===== src/rtl/sg_pkg.sv =====
package sg_pkg;

    typedef enum logic [1:0] {
        CMD_HOST_RD = 2'd0,
        CMD_HOST_WR = 2'd1,
        CMD_COPY_RD = 2'd2,
        CMD_COPY_WR = 2'd3
    } cmd_kind_e;

    typedef enum logic [1:0] {
        SEQ_IDLE    = 2'd0,
        SEQ_COPY_RD = 2'd1,
        SEQ_COPY_WR = 2'd2
    } seq_state_e;

    function automatic int unsigned ctr_width(int unsigned limit);
        return (limit > 1) ? $clog2(limit) : 1;
    endfunction

endpackage


===== src/rtl/sg_translate.sv =====
module sg_translate #(
    parameter int ADDR_W = 4
) (
    input  logic [ADDR_W-1:0] laddr,
    input  logic [ADDR_W-1:0] offset,
    input  logic [ADDR_W:0]   gap,
    output logic [ADDR_W:0]   paddr
);
    logic [ADDR_W-1:0] rotated;
    logic [ADDR_W:0]   rotated_ext;

    always_comb begin
        rotated     = laddr + offset;
        rotated_ext = {1'b0, rotated};
        if (rotated_ext >= gap) begin
            paddr = rotated_ext + 1'b1;
        end else begin
            paddr = rotated_ext;
        end
    end
endmodule


===== src/rtl/sg_wear_ctr.sv =====
module sg_wear_ctr #(
    parameter int WRITES_PER_MOVE = 100
) (
    input  logic clk,
    input  logic rst,
    input  logic wr_accept,
    output logic move_due
);
    import sg_pkg::*;

    localparam int CNT_W = ctr_width(WRITES_PER_MOVE);

    generate
        if (WRITES_PER_MOVE <= 1) begin : g_every_write
            assign move_due = wr_accept;
        end else begin : g_counted
            localparam logic [CNT_W-1:0] LAST = CNT_W'(WRITES_PER_MOVE - 1);
            logic [CNT_W-1:0] count_q;

            assign move_due = wr_accept && (count_q == LAST);

            always_ff @(posedge clk) begin
                if (rst) begin
                    count_q <= '0;
                end else if (wr_accept) begin
                    if (count_q == LAST) begin
                        count_q <= '0;
                    end else begin
                        count_q <= count_q + 1'b1;
                    end
                end
            end
        end
    endgenerate
endmodule


===== src/rtl/sg_gap_seq.sv =====
module sg_gap_seq #(
    parameter int LINES = 16
) (
    input  logic                      clk,
    input  logic                      rst,
    input  logic                      move_due,
    output sg_pkg::seq_state_e        state,
    output logic [$clog2(LINES)-1:0]  offset,
    output logic [$clog2(LINES):0]    gap,
    output logic [$clog2(LINES):0]    src_line,
    output logic [$clog2(LINES):0]    dst_line
);
    import sg_pkg::*;

    localparam int ADDR_W = $clog2(LINES);
    localparam logic [ADDR_W:0] TOP_LINE = (ADDR_W+1)'(LINES);

    seq_state_e        state_q;
    logic [ADDR_W-1:0] offset_q;
    logic [ADDR_W:0]   gap_q;

    assign state    = state_q;
    assign offset   = offset_q;
    assign gap      = gap_q;
    assign dst_line = gap_q;
    assign src_line = (gap_q == '0) ? TOP_LINE : gap_q - 1'b1;

    always_ff @(posedge clk) begin
        if (rst) begin
            state_q  <= SEQ_IDLE;
            offset_q <= '0;
            gap_q    <= TOP_LINE;
        end else begin
            case (state_q)
                SEQ_IDLE: begin
                    if (move_due) begin
                        state_q <= SEQ_COPY_RD;
                    end
                end
                SEQ_COPY_RD: begin
                    state_q <= SEQ_COPY_WR;
                end
                SEQ_COPY_WR: begin
                    state_q <= SEQ_IDLE;
                    if (gap_q == '0) begin
                        gap_q    <= TOP_LINE;
                        offset_q <= offset_q + 1'b1;
                    end else begin
                        gap_q <= gap_q - 1'b1;
                    end
                end
                default: begin
                    state_q <= SEQ_IDLE;
                end
            endcase
        end
    end
endmodule


===== src/rtl/sg_remap.sv =====
module sg_remap #(
    parameter int LINES           = 16,
    parameter int WRITES_PER_MOVE = 100
) (
    input  logic                      clk,
    input  logic                      rst,
    input  logic                      req_valid,
    input  logic                      req_write,
    input  logic [$clog2(LINES)-1:0]  req_laddr,
    output logic                      req_ready,
    output logic                      cmd_valid,
    output logic [1:0]                cmd_kind,
    output logic [$clog2(LINES):0]    cmd_addr
);
    import sg_pkg::*;

    localparam int ADDR_W = $clog2(LINES);

    seq_state_e        state_w;
    logic [ADDR_W-1:0] start_q;
    logic [ADDR_W:0]   gap_q;
    logic [ADDR_W:0]   src_w;
    logic [ADDR_W:0]   dst_w;
    logic [ADDR_W:0]   host_paddr;
    logic              accept;
    logic              wr_accept;
    logic              move_due;

    cmd_kind_e         kind_q;
    logic              valid_q;
    logic [ADDR_W:0]   addr_q;

    assign req_ready = (state_w == SEQ_IDLE);
    assign accept    = req_valid && req_ready;
    assign wr_accept = accept && req_write;

    sg_translate #(.ADDR_W(ADDR_W)) u_xlate (
        .laddr  (req_laddr),
        .offset (start_q),
        .gap    (gap_q),
        .paddr  (host_paddr)
    );

    sg_wear_ctr #(.WRITES_PER_MOVE(WRITES_PER_MOVE)) u_wear (
        .clk       (clk),
        .rst       (rst),
        .wr_accept (wr_accept),
        .move_due  (move_due)
    );

    sg_gap_seq #(.LINES(LINES)) u_seq (
        .clk      (clk),
        .rst      (rst),
        .move_due (move_due),
        .state    (state_w),
        .offset   (start_q),
        .gap      (gap_q),
        .src_line (src_w),
        .dst_line (dst_w)
    );

    always_ff @(posedge clk) begin
        if (rst) begin
            valid_q <= 1'b0;
            kind_q  <= CMD_HOST_RD;
            addr_q  <= '0;
        end else begin
            case (state_w)
                SEQ_COPY_RD: begin
                    valid_q <= 1'b1;
                    kind_q  <= CMD_COPY_RD;
                    addr_q  <= src_w;
                end
                SEQ_COPY_WR: begin
                    valid_q <= 1'b1;
                    kind_q  <= CMD_COPY_WR;
                    addr_q  <= dst_w;
                end
                default: begin
                    valid_q <= accept;
                    kind_q  <= req_write ? CMD_HOST_WR : CMD_HOST_RD;
                    addr_q  <= host_paddr;
                end
            endcase
        end
    end

    assign cmd_valid = valid_q;
    assign cmd_kind  = kind_q;
    assign cmd_addr  = addr_q;
endmodule


===== config.mk =====
export PLATFORM = sky130hd
export DESIGN_NAME = sg_remap
export DESIGN_NICKNAME = d
export VERILOG_FILES = /design/src/rtl/sg_pkg.sv /design/src/rtl/sg_translate.sv /design/src/rtl/sg_wear_ctr.sv /design/src/rtl/sg_gap_seq.sv /design/src/rtl/sg_remap.sv
export SDC_FILE = /design/constraint.sdc
export NUM_CORES = 1
export LEC_CHECK = 0
export BUFFER_PORTS_ARGS = -buffer_cell sky130_fd_sc_hd__buf_2
export CAP_MARGIN = 20
export CORE_MARGIN = 5
export CORE_UTILIZATION = 45
export DETAILED_ROUTE_END_ITERATION = 8
export PLACE_DENSITY_LB_ADDON = 0.25
export SYNTH_ARGS = -nofsm -noshare
export SYNTH_HDL_FRONTEND = slang
export SYNTH_SLANG_ARGS = --single-unit

===== constraint.sdc =====
create_clock -name clk -period 5.85 [get_ports clk]
set_clock_uncertainty 0.15 [all_clocks]
set_input_delay 0 -clock clk [delete_from_list [all_inputs] [get_ports clk]]
set_output_delay 0 -clock clk [all_outputs]
set_load 0.01 [all_outputs]

==> flow_metrics.env <==
export IMPL_antenna_found_initial=0
export IMPL_ys_seq_area_frac=0.362
export IMPL_fillers=301
export IMPL_path_class="flip-flop to flip-flop"
export IMPL_cts_num_sinks=26
export IMPL_crit_arrival_ns=2.73
export IMPL_reg2reg_slack_ns=3.21
export IMPL_startpoint_type="flip-flop"
export IMPL_total_power_uw=279
export IMPL_synth_cells=157
export IMPL_antenna_cells=0
export IMPL_drc=0
export IMPL_fmax_mhz=378
export IMPL_routed_via_count=1130
export IMPL_grt_overflow=0
export IMPL_critPathMaxFanout=5
export IMPL_slew_headroom=0.670
export IMPL_drt_vias_per_instance=5.11
export IMPL_synth_seq_cells=26
export IMPL_multi_input_area_um2=855
export IMPL_final_max_slew_viol_count=0
export IMPL_avgSynthCellArea_um2=9.16
export IMPL_fp_coreArea_um2=3050
export IMPL_powerDensity_nw_per_um2=172
export IMPL_syn_nets=180
export IMPL_synth_top_cell_area_share=0.362
export IMPL_avgRoutedWirePerCell_um=11.6
export IMPL_io_buffers=16
export IMPL_synth_cell_types=33
export IMPL_grt_usage=0.127
export IMPL_routed_wl_mm=2.57
export IMPL_status="completed"
export IMPL_drive_gt1_frac=0.147
export IMPL_areaGrowthSynthToFinish_pct=12.9
export IMPL_vdd_drop_max_uv=135
export IMPL_finalCritPeriodShare=0.452
export IMPL_cts_root_buf="clkbuf_4"
export IMPL_path_clk_slew_ns=0.13
export IMPL_die_area_um2=4430
export IMPL_grt_pass1_vias=1068
export IMPL_cts_buffers=3
export IMPL_cts_resized=0
export IMPL_p_leak_nw=0.698
export IMPL_period_needed_ns=2.64
export IMPL_seq_area_um2=520
export IMPL_ctsLongestPathBuffers=2
export IMPL_syn_area_um2=1440
export IMPL_place_hpwl_mm=1.99
export IMPL_placementRows=20
export IMPL_cts_max_level=1
export IMPL_first_pass_iters=4
export IMPL_grt_pass1_wl_mm=4.46
export IMPL_crit_required_ns=5.94
export IMPL_drtIter0Drc=28
export IMPL_layout_commonest_cell="dfxtp_1"
export IMPL_setup_viol=0
export IMPL_ioPinCount=17
export IMPL_worstSetupEndpointType="flip-flop"
export IMPL_grt_max_degree=22
export IMPL_cts_tree="done"
export IMPL_final_antenna_net_count=0
export IMPL_synth_area_leaders="dfxtp_1 (36%), ha_1 (12%), nor2_1 (6.3%)"
export IMPL_dieWidth_um=66.5
export IMPL_start_util=0.471
export IMPL_clkLatencyLatePin_ns=0.32
export IMPL_hold_viol=0
export IMPL_final_cell_mix="dfxtp_1 (26), nor2_1 (24), buf_2 (16)"
export IMPL_worst_pin_slew_ns=0.495
export IMPL_rsz0062_at_grt="no"
export IMPL_netlist_top_cell_by_area="dfxtp_1"
export IMPL_place_congestion=0.779
export IMPL_tns_ns=0
export IMPL_whs_path_depth=4
export IMPL_die_y_um=66.5
export IMPL_holdCritPathClass="input port to flip-flop"
export IMPL_nets=202
export IMPL_cap_violations=0
export IMPL_yosysWarnings=0
export IMPL_reg2reg_depth=9
==> area by class of cell <==
| type | count | share of cell area |
|---|---|---|
| clock buffer | 3 | 0.0139 |
| inverter | 11 | 0.0254 |
| multi-input combinational | 116 | 0.526 |
| sequential | 26 | 0.320 |
| tap | 44 | 0.0339 |
| timing repair buffer | 21 | 0.0801 |
==> kinds of logic after synthesis <==
logic type               Yosys count  synth area share
XOR/XNOR                          17             0.109
AO/OA/AOI/OAI                     23             0.107
flip-flops                        26             0.362
multiplexers                       7            0.0487
adder cells (fa/ha/maj)           15             0.136
buffers and inverters             15            0.0443
AND/OR/NAND/NOR                   54             0.194
==> final timing paths <==
path,start,endpoint
worst max register to register,u_seq.offset[1]$_SDFFE_PP0P_,cmd_addr[1]$_SDFF_PP0_
worst min-delay path,req_laddr[0],cmd_addr[0]$_SDFF_PP0_
worst max-delay path,u_seq.offset[1]$_SDFFE_PP0P_,cmd_addr[1]$_SDFF_PP0_
worst min register to register,u_seq.state[0]$_SDFFE_PP0P_,u_seq.state[0]$_SDFFE_PP0P_
==> metrics by stage <==
stage	hold WS (ns)	std cells	instance area, um^2	utilization	setup WS (ns)
finish	0.0639	221	1620	0.532	3.21
floorplan	-0.0384	157	1440	-	3.40
detailed placement	0.124	213	1550	0.508	3.24
global placement	0.123	213	1550	0.508	3.33
CTS	0.0571	221	1620	0.532	3.21
global route	0.0907	221	1620	0.532	2.98
==> worst max-delay path: stages (launching register included) <==
cell and delay (ns):
dfxtp_1 0.45, ha_1 0.27, a21o_1 0.17, a21oi_1 0.17, xnor2_1 0.16, ha_1 0.23
a2111o_1 0.38, and2_1 0.22, mux2i_1 0.13, a211oi_1 0.24
==> metal layers <==
layer  wire length [um]  GRT usage  vias to the layer above  part of all wire
met4                 32     0.0279                        0             0.012
met2               1190      0.212                       22              0.46
met3                101     0.0371                        6             0.039
met5                  0          0                        -                 0
met1               1250      0.162                      525              0.48
li1                   -          -                      577                 -
==> report_power, final <==
part / switching, mW / internal (mW)
sequential: 0.00126 / 0.180
combinational: 0.0127 / 0.0120
clock: 0.0485 / 0.0241
==> flip-flops by register name (all words and copies together), names as in the netlist <==
| register | flops |
|---|---|
| u_wear.g_counted.count_q | 7 |
| cmd_addr | 5 |
| u_seq.dst_line | 5 |
| u_seq.offset | 4 |
| cmd_kind | 2 |
| u_seq.state | 2 |
| cmd_valid | 1 |
==> Yosys cell counts <==
master and n:
clkbuf_1 3, xnor2_1 9, a21oi_1 8, inv_1 11, ha_1 14, o211a_1 1
buf_6 1, nand3b_1 1, and2_1 2, xor2_1 7, dfxtp_1 26, nand2b_1 3
o21ai_0 3, fa_1 1, nor4b_2 1, a211oi_1 7, mux2i_1 7, xor2_2 1
and4_1 1, nor4b_1 1, a21o_1 1, and3_2 2, a32oi_1 1, nand4_2 1
nor3b_1 1, nand2_1 6, nor3_1 2, a31o_2 1, and3_1 2, a2111o_1 1
nand3_1 6, or3_2 1, nor2_1 24
==> repair_timing <==
item | 4_1_cts | 5_1_grt
hold buffers | 5 | 0
endpoints found under the hold margin | 19 | 0
buffers inserted | 0 | 0
Note: power is estimated with default switching activity, not from simulation.
